### src/rtl/hp_pkg.sv
package hp_pkg;
  localparam int PULSE_A = 0;
  localparam int PULSE_B = 1;
  localparam int PULSE_C = 2;
  localparam int NUM_DEV = 6;

  typedef struct packed {
    logic buf_clr;
    logic buf_ld;
    logic wr_req;
    logic adr_clr;
    logic adr_ld;
    logic rd_req;
    logic idx_on;
    logic idx_off;
    logic skip_q;
    logic buf_out;
    logic init;
    logic ovr_on;
    logic ovr_off;
    logic seq_go;
  } hp_cmd_t;
endpackage

### src/rtl/hp_cmd_dec.sv
module hp_cmd_dec
  import hp_pkg::*;
#(
  parameter logic [5:0] DEV_BASE = 6'o70
) (
  input  logic       io_valid,
  input  logic [5:0] io_dev,
  input  logic [2:0] io_ops,
  output hp_cmd_t    cmd
);
  logic [5:0]         rel;
  logic [NUM_DEV-1:0] sel;

  assign rel = io_dev - DEV_BASE;

  genvar g;
  generate
    for (g = 0; g < NUM_DEV; g++) begin : g_sel
      assign sel[g] = io_valid && (rel == 6'(g));
    end
  endgenerate

  always_comb begin
    cmd         = '0;
    cmd.seq_go  = sel[0] & io_ops[PULSE_A];
    cmd.init    = sel[1] & io_ops[PULSE_A];
    cmd.ovr_on  = sel[1] & io_ops[PULSE_B];
    cmd.ovr_off = sel[1] & io_ops[PULSE_C];
    cmd.buf_clr = sel[2] & io_ops[PULSE_A];
    cmd.buf_ld  = sel[2] & io_ops[PULSE_B];
    cmd.wr_req  = sel[2] & io_ops[PULSE_C];
    cmd.adr_clr = sel[3] & io_ops[PULSE_A];
    cmd.adr_ld  = sel[3] & io_ops[PULSE_B];
    cmd.rd_req  = sel[3] & io_ops[PULSE_C];
    cmd.idx_on  = sel[4] & io_ops[PULSE_A];
    cmd.idx_off = sel[4] & io_ops[PULSE_B];
    cmd.skip_q  = sel[5] & io_ops[PULSE_A];
    cmd.buf_out = sel[5] & io_ops[PULSE_C];
  end
endmodule

### src/rtl/hp_arb.sv
module hp_arb (
  input  logic clk,
  input  logic rst,
  input  logic host_req,
  input  logic ovr,
  input  logic rf_req,
  input  logic mem_done,
  output logic grant_host,
  output logic grant_rf,
  output logic busy
);
  logic free;

  assign free = !busy;

  always_comb begin
    grant_host = 1'b0;
    grant_rf   = 1'b0;
    if (free) begin
      if (ovr && host_req)      grant_host = 1'b1;
      else if (rf_req)          grant_rf   = 1'b1;
      else if (host_req)        grant_host = 1'b1;
    end
  end

  always_ff @(posedge clk) begin
    if (rst)                          busy <= 1'b0;
    else if (grant_host || grant_rf)  busy <= 1'b1;
    else if (mem_done)                busy <= 1'b0;
  end

  assert_one_grant_R1: assert property (@(posedge clk) disable iff (rst)
    $onehot0({grant_host, grant_rf}));

  assert_ovr_wins_R2: assert property (@(posedge clk) disable iff (rst)
    (ovr && host_req && !busy) |-> grant_host);

  assert_refresh_wins_R3: assert property (@(posedge clk) disable iff (rst)
    (!ovr && rf_req && !busy) |-> grant_rf);
endmodule

### src/rtl/hp_hostregs.sv
module hp_hostregs
  import hp_pkg::*;
#(
  parameter int AW = 12,
  parameter int DW = 12
) (
  input  logic          clk,
  input  logic          rst,
  input  hp_cmd_t       cmd,
  input  logic [DW-1:0] io_wdata,
  input  logic          grant_host,
  input  logic          mem_done,
  input  logic [DW-1:0] mem_rdata,
  output logic [AW-1:0] mar,
  output logic [DW-1:0] iob,
  output logic          host_req,
  output logic          host_we,
  output logic          ovr,
  output logic [DW-1:0] io_rdata,
  output logic          io_skip,
  output logic          host_busy,
  output logic          seq_start,
  output logic          seq_init
);
  logic          act, idx;
  logic [AW-1:0] n_mar;
  logic [DW-1:0] n_iob;
  logic          n_req, n_act, n_we, n_idx, n_ovr, fin, busy_now;

  assign fin      = act && mem_done;
  assign busy_now = host_req || act;

  always_comb begin
    n_mar = mar;
    n_iob = iob;
    n_req = host_req;
    n_act = act;
    n_we  = host_we;
    n_idx = idx;
    n_ovr = ovr;
    if (fin) begin
      n_act = 1'b0;
      if (!host_we) n_iob = mem_rdata;
      if (idx)      n_mar = mar + 1'b1;
    end
    if (grant_host) begin
      n_req = 1'b0;
      n_act = 1'b1;
    end
    if (cmd.init) begin
      n_mar = '0;
      n_iob = '0;
      n_req = 1'b0;
      n_act = 1'b0;
      n_idx = 1'b0;
      n_ovr = 1'b0;
    end
    if (cmd.adr_clr) n_mar = '0;
    if (cmd.adr_ld)  n_mar = io_wdata[AW-1:0];
    if (cmd.buf_clr) n_iob = '0;
    if (cmd.buf_ld)  n_iob = io_wdata;
    if (cmd.idx_on)  n_idx = 1'b1;
    if (cmd.idx_off) n_idx = 1'b0;
    if (cmd.ovr_on)  n_ovr = 1'b1;
    if (cmd.ovr_off) n_ovr = 1'b0;
    if ((cmd.rd_req || cmd.wr_req) && !(n_req || n_act)) begin
      n_req = 1'b1;
      n_we  = cmd.wr_req;
    end
  end

  always_ff @(posedge clk) begin
    if (rst) begin
      mar       <= '0;
      iob       <= '0;
      host_req  <= 1'b0;
      act       <= 1'b0;
      host_we   <= 1'b0;
      idx       <= 1'b0;
      ovr       <= 1'b0;
      io_rdata  <= '0;
      io_skip   <= 1'b0;
      host_busy <= 1'b0;
      seq_start <= 1'b0;
      seq_init  <= 1'b0;
    end else begin
      mar       <= n_mar;
      iob       <= n_iob;
      host_req  <= n_req;
      act       <= n_act;
      host_we   <= n_we;
      idx       <= n_idx;
      ovr       <= n_ovr;
      host_busy <= n_req || n_act;
      io_skip   <= cmd.skip_q && busy_now;
      seq_start <= cmd.seq_go;
      seq_init  <= cmd.init;
      if (cmd.init)         io_rdata <= '0;
      else if (cmd.buf_out) io_rdata <= iob;
    end
  end

  assert_req_held_R4: assert property (@(posedge clk) disable iff (rst)
    (host_req && !grant_host && !cmd.init) |=> host_req);

  assert_index_step_R6: assert property (@(posedge clk) disable iff (rst)
    (fin && idx && !cmd.adr_ld && !cmd.adr_clr && !cmd.init)
      |=> (mar == AW'($past(mar) + 1'b1)));

  assert_load_wins_R7: assert property (@(posedge clk) disable iff (rst)
    (cmd.adr_ld && !cmd.init) |=> (mar == $past(io_wdata[AW-1:0])));

  assert_single_outstanding_R12: assert property (@(posedge clk) disable iff (rst)
    (busy_now && !fin && !cmd.init && (cmd.rd_req || cmd.wr_req))
      |=> ($stable(host_we) && host_busy));
endmodule

### src/rtl/hp_port.sv
module hp_port
  import hp_pkg::*;
#(
  parameter int          AW       = 12,
  parameter int          DW       = 12,
  parameter logic [5:0]  DEV_BASE = 6'o70
) (
  input  logic          clk,
  input  logic          rst,
  input  logic          io_valid,
  input  logic [5:0]    io_dev,
  input  logic [2:0]    io_ops,
  input  logic [DW-1:0] io_wdata,
  output logic [DW-1:0] io_rdata,
  output logic          io_skip,
  output logic          host_busy,
  output logic          seq_start,
  output logic          seq_init,
  input  logic          rf_req,
  input  logic [AW-1:0] rf_addr,
  output logic          rf_grant,
  output logic          mem_start,
  output logic          mem_we,
  output logic [AW-1:0] mem_addr,
  output logic [DW-1:0] mem_wdata,
  input  logic [DW-1:0] mem_rdata,
  input  logic          mem_done
);
  hp_cmd_t       cmd;
  logic [AW-1:0] mar;
  logic [DW-1:0] iob;
  logic          host_req, host_we, ovr;
  logic          grant_host, grant_rf, arb_busy;

  hp_cmd_dec #(.DEV_BASE(DEV_BASE)) u_dec (
    .io_valid (io_valid),
    .io_dev   (io_dev),
    .io_ops   (io_ops),
    .cmd      (cmd)
  );

  hp_hostregs #(.AW(AW), .DW(DW)) u_regs (
    .clk        (clk),
    .rst        (rst),
    .cmd        (cmd),
    .io_wdata   (io_wdata),
    .grant_host (grant_host),
    .mem_done   (mem_done),
    .mem_rdata  (mem_rdata),
    .mar        (mar),
    .iob        (iob),
    .host_req   (host_req),
    .host_we    (host_we),
    .ovr        (ovr),
    .io_rdata   (io_rdata),
    .io_skip    (io_skip),
    .host_busy  (host_busy),
    .seq_start  (seq_start),
    .seq_init   (seq_init)
  );

  hp_arb u_arb (
    .clk        (clk),
    .rst        (rst),
    .host_req   (host_req),
    .ovr        (ovr),
    .rf_req     (rf_req),
    .mem_done   (mem_done),
    .grant_host (grant_host),
    .grant_rf   (grant_rf),
    .busy       (arb_busy)
  );

  always_ff @(posedge clk) begin
    if (rst) begin
      mem_start <= 1'b0;
      rf_grant  <= 1'b0;
      mem_we    <= 1'b0;
      mem_addr  <= '0;
      mem_wdata <= '0;
    end else begin
      mem_start <= grant_host || grant_rf;
      rf_grant  <= grant_rf;
      if (grant_host) begin
        mem_we    <= host_we;
        mem_addr  <= mar;
        mem_wdata <= iob;
      end else if (grant_rf) begin
        mem_we   <= 1'b0;
        mem_addr <= rf_addr;
      end
    end
  end

  assert_no_preempt_R1: assert property (@(posedge clk) disable iff (rst)
    (arb_busy && !mem_done) |=> !mem_start);

  assert_refresh_path_R5: assert property (@(posedge clk) disable iff (rst)
    rf_grant |-> (!mem_we && mem_addr == $past(rf_addr)));
endmodule

### config.mk
export PLATFORM = sky130hd
export DESIGN_NAME = hp_port
export DESIGN_NICKNAME = d
export VERILOG_FILES = /design/src/rtl/hp_pkg.sv /design/src/rtl/hp_cmd_dec.sv /design/src/rtl/hp_arb.sv /design/src/rtl/hp_hostregs.sv /design/src/rtl/hp_port.sv
export SDC_FILE = /design/constraint.sdc
export NUM_CORES = 1
export LEC_CHECK = 0
export BUFFER_PORTS_ARGS = -buffer_cell sky130_fd_sc_hd__clkbuf_2
export CAP_MARGIN = 20
export CORE_MARGIN = 2
export CORE_UTILIZATION = 52
export CTS_CLUSTER_SIZE = 8
export DETAILED_ROUTE_END_ITERATION = 10
export GPL_ROUTABILITY_DRIVEN = 0
export PLACE_DENSITY_LB_ADDON = 0.3
export SYNTH_ARGS = -nofsm -noshare
export SYNTH_HDL_FRONTEND = slang
export SYNTH_HIERARCHICAL = 1
export SYNTH_SLANG_ARGS = --single-unit
export TNS_END_PERCENT = 20
### constraint.sdc
create_clock -name clk -period 2.7 [get_ports clk]
set_input_delay 0.405 -clock clk [delete_from_list [all_inputs] [get_ports clk]]
set_output_delay 0.405 -clock clk [all_outputs]
set_load 0.02 [all_outputs]
Word-level counts from Yosys, hierarchy flattened. Index checks and enable logic that the tools add are counted. W data, S select, Z words.

Add/sub/neg operators: 2. Equal/unequal tests: 6. Mux-type cells: 32. Bitwise operators: 14. Reduce and logical (&&, ||, !) cells: 29.

Operators by type and width (number): $mux W12 (12); $mux W1 (20); $and A1 B1 Y1 (14); $add A12 B1 Y12 const B (1); $eq A6 B2 Y1 const B (2); $eq A6 B3 Y1 const B (2); $reduce_bool A4 Y1 (3); $logic_and A1 B1 Y1 (10); $reduce_bool A2 Y1 (4); $eq A6 B1 Y1 const B (1); $logic_not A6 Y1 (1); $reduce_or A2 Y1 (3); $sub A6 B6 Y6 const B (1); $logic_or A1 B1 Y1 (5); $ne A4 B3 Y1 const B (1); $reduce_and A2 Y1 (2); $logic_not A1 Y1 (1).

Bits in registers: 73. Bits of input ports: 50. Output and inout port bits: 43. Logic and storage cells: 101.

Logic depth before layout (Yosys ltp).
Depth in word-level cells: 11. Gate-level depth with buffers: 10. Mapped depth without buffers: 8.

Hierarchy. The synthesis kept the hierarchy.

By module, submodules not included: hp_hostregs (times used 1, cells an instance 212, area each 2015.7 um2, sequential area each 900.9 um2); hp_port (times used 1, cells an instance 103, area each 1101.1 um2, sequential area each 540.5 um2); hp_cmd_dec (times used 1, cells an instance 31, area each 200.2 um2, sequential area each 0.0 um2); hp_arb (times used 1, cells an instance 7, area each 67.6 um2, sequential area each 20.0 um2).

Least setup slack after synthesis. No wires, ideal clock.

Path type: input -> register. From: in io_dev[3]. To: reg u_regs.host_busy. Setup time: 120 ps. Arrival time: 2286 ps. Required time: 2580 ps. Path slack: 294 ps. Stages: 9. Path buffers: 2. Path through: ha_1 xor2_1 or3_1 clkbuf_1 nor2_1 or2_0 buf_2 o32ai_2 or2_1.

RTL lines: from (decl) (line hp_port.sv:11) `input logic [5:0] io_dev,`; to (signal assigned) (line hp_hostregs.sv:94) `host_busy <= n_req || n_act;`; to (decl) (line hp_hostregs.sv:21) `output logic host_busy,`.

==> impl_metrics.csv <==
group,metric,value,unit
worst_setup_path,cp_data_arrival_time,2.60,ns
clocking,htree_num_levels,3,
global_route,grt.total_usage,22.6,%
finish,syn2layout_area_growth,20.8,%
sta,slew_viol_final,0,
sta,rsz0062_at_grt,"false",
finish,seqCellArea,1460,sq um
worst_setup_path,path_max_fanout,24,
sta,finalSetupViolCount,0,
routing,drt_iter0_drc,233,
power,powerDensity,546,nW/um^2
routing,dr.pass1.iters,6,
placed_design,port_buffers,92,
synthesis,synth_async_sr_flop_share,0,%
floorplanning,num_rows,29,
finish,drive_above_1_share,30.4,%
routing,drc,0,
clocking,cts.path.max_buffers,2,
power,ir_drop,0.000387,V
sta,tns,0,ns
worst_setup_path,cp.required,2.95,ns
placed_design,dp_hpwl,5.87,mm
synthesis,ys_ff_latch,73,
worst_setup_path,worstSetupPathType,"input pin to register",
sta,fmax,0.426,GHz
global_route,grt_pass1_wl,13.0,mm
finish,utilization,64.7,%
clocking,cts-resized-gates,0,
finish,nets,495,
synthesis,yosys-top-cells-area,"dfxtp_1 (43%), mux2i_1 (11%), a211oi_1 (6.7%)",
clocking,cts_tree,"built",
synthesis,yosysWarnings,6,
clocking,cts_sinks,73,
synthesis,synth_area_per_cell,9.59,sq um
clocking,cts_buffers,9,
synthesis,synth_top_area_cell,"dfxtp_1",
finish,n_fill_cell,543,
synthesis,yosys-top-cells-count,"dfxtp_1 (73), nor2_1 (47), mux2i_1 (36)",
synthesis,seq_area_frac_synth,43.2,%
global_route,grt_pass1_vias,2715,
synthesis,synth-main-ff-cell,"dfxtp_1",
worst_setup_path,worstSetupStartpointType,"input pin",
placed_design,dp_slack,0.0340,ns
clocking,path_clk_slew,0.08,ns
sta,finalHoldViolations,0,
floorplanning,fp.coreArea,6310,sq um
synthesis,syn_area,3380,sq um
sta,worst_pin_slew,0.857,ns
clocking,cts-root-buf,"clkbuf_8",
sta,finalWorstPathRequiredPeriod,2.35,ns
synthesis,netlist_instances,353,
routing,routed_wl,7.96,mm
clocking,post_cts_buffers,0,
routing,vias_per_cell,5.69,
synthesis,netlist.area_leader.share,43.2,%
finish,n_antenna_cell,0,
floorplanning,initial_core_util,53.6,%
power,p_leak,1.70,nW
run_status,status,"finished, final reports clean",
routing,vias,2985,
sta,hold_slack,0.345,ns
synthesis,yosysUniqueCellTypes,56,
sta,fin_skew,0.00844,ns
floorplanning,die_h,84.7,um
worst_hold_path,hold_path.class,"input pin to register",
worst_setup_path,critPathSlowestCell,"or4b_4",
sta,fin_ws,0.351,ns
clocking,clk-insertion-delay-late,0.33,ns
synthesis,post-synth-top-count-cell,"dfxtp_1",
sta,relSlewSlack,42.9,%
clocking,postCtsHoldBufs,0,
job,cap_violations,0,
finish,multiInputGateArea,1730,sq um
floorplanning,die_w,84.7,um
global_route,overflow,0,
routing,wl_per_cell,15.2,um
routing,ant_nets,0,
floorplanning,die_area,7170,sq um
worst_setup_path,cpPeakStageDelay,0.57,ns
worst_setup_path,end_kind,"register",
global_route,antenna_found_initial,0,
worst_setup_path,path_cells,"clkbuf_2 > ha_1 > xor2_1 > or4b_4 > nor3b_2 > nor3_4 > o21ai_2 > nor2_1 > a211oi_1",
synthesis,syn-num-nets,405,
synthesis,synth_enable_flop_cells,0,
sta,period_share,87.0,%
global_route,grt_max_degree,35,
floorplanning,boundaryPins,93,
[critical path, delay by kind of cell]
family | cells | cell delay [ns]
compound gates | 2 | 0.60
simple gates | 4 | 1.05
buf+inv | 1 | 0.12
fa+ha+maj | 1 | 0.21
xor+xnor | 1 | 0.20
[area by class of cell]
class | instances | area share, %
clock buffers | 10 | 3.12
multi-input cells | 248 | 42.4
repair buffers | 101 | 13.2
inverters | 10 | 0.918
flip-flops and latches | 73 | 35.8
well taps | 77 | 2.36
clock inverters | 6 | 2.23
[layout by cell type (no fill, tap or decap), drive strengths merged, types with 2 or more instances in the layout]
cell / netlist / layout
a211oi: 31 / 31
a21oi: 14 / 14
a22o: 2 / 2
a22oi: 13 / 13
a31oi: 2 / 2
and4: 2 / 2
buf: 17 / 9
bufinv: 0 / 2
clkbuf: 5 / 102
clkinvlp: 0 / 3
dfxtp: 73 / 73
ha: 2 / 2
inv: 10 / 11
mux2i: 36 / 36
nand2: 14 / 14
nand2b: 3 / 3
nand3: 4 / 4
nand3b: 3 / 3
nand4: 5 / 5
nor2: 47 / 47
nor2b: 16 / 16
nor3: 16 / 16
nor3b: 3 / 3
nor4: 5 / 5
o21ai: 8 / 8
o31ai: 2 / 2
or2: 3 / 3
or3: 2 / 2
xor2: 3 / 3
[sequential cells by signal, summed over array words and instances (netlist names)]
name,count
mem_addr,12
mem_start,1
mem_wdata,12
mem_we,1
rf_grant,1
u_arb/busy,1
u_regs/act,1
u_regs/host_busy,1
u_regs/host_req,1
u_regs/host_we,1
u_regs/idx,1
u_regs/io_rdata,12
u_regs/io_skip,1
u_regs/iob,12
u_regs/mar,12
u_regs/ovr,1
u_regs/seq_init,1
u_regs/seq_start,1
[cell families after synthesis]
family | share of synthesized area [%]
and+or+nand+nor | 21.7
AOI/OAI and AO/OA | 16.9
DFF | 43.2
muxes | 11.0
buffers and inverters | 5.77
xor gates and xnor gates | 0.776
adders and majority gates | 0.739
[through the flow]
stage / cell area [sq um] / cells / total power [mW]
floorplan: 3380 / 353 / 1.25
global placement: 3870 / 509 / 1.32
detailed placement: 3870 / 509 / 1.32
CTS: 4090 / 525 / 2.25
global route: 4090 / 525 / 2.33
finish: 4090 / 525 / 2.23
[routing by layer]
| layer | part of all wire [%] | routed length, um | vias to the layer above | GRT usage (%) |
|---|---|---|---|---|
| met5 | 0 | 0 | - | 0 |
| met4 | 1.5 | 117 | 0 | 8.51 |
| met3 | 5.6 | 445 | 9 | 3.83 |
| met2 | 48 | 3850 | 111 | 36.4 |
| met1 | 45 | 3550 | 1406 | 30.4 |
| li1 | - | - | 1459 | - |
[power by group]
group	internal, mW	switching (mW)
clock network	0.524	0.407
logic	0.0795	0.110
registers	1.10	0.0137
[final timing paths]
| check | endpoint | cells after the start | start | slack, ns |
|---|---|---|---|---|
| min reg2reg | u_regs/io_rdata[10] | 2 | u_regs/io_rdata[10] | 0.50 |
| max reg2reg | u_regs/host_busy | 5 | u_regs/host_req | 0.78 |
| max | u_regs/iob[6] | 9 | io_dev[3] | 0.35 |
| min | u_regs/mar[11] | 3 | io_wdata[11] | 0.34 |
No activity file was read; power rests on OpenSTA's default activity.
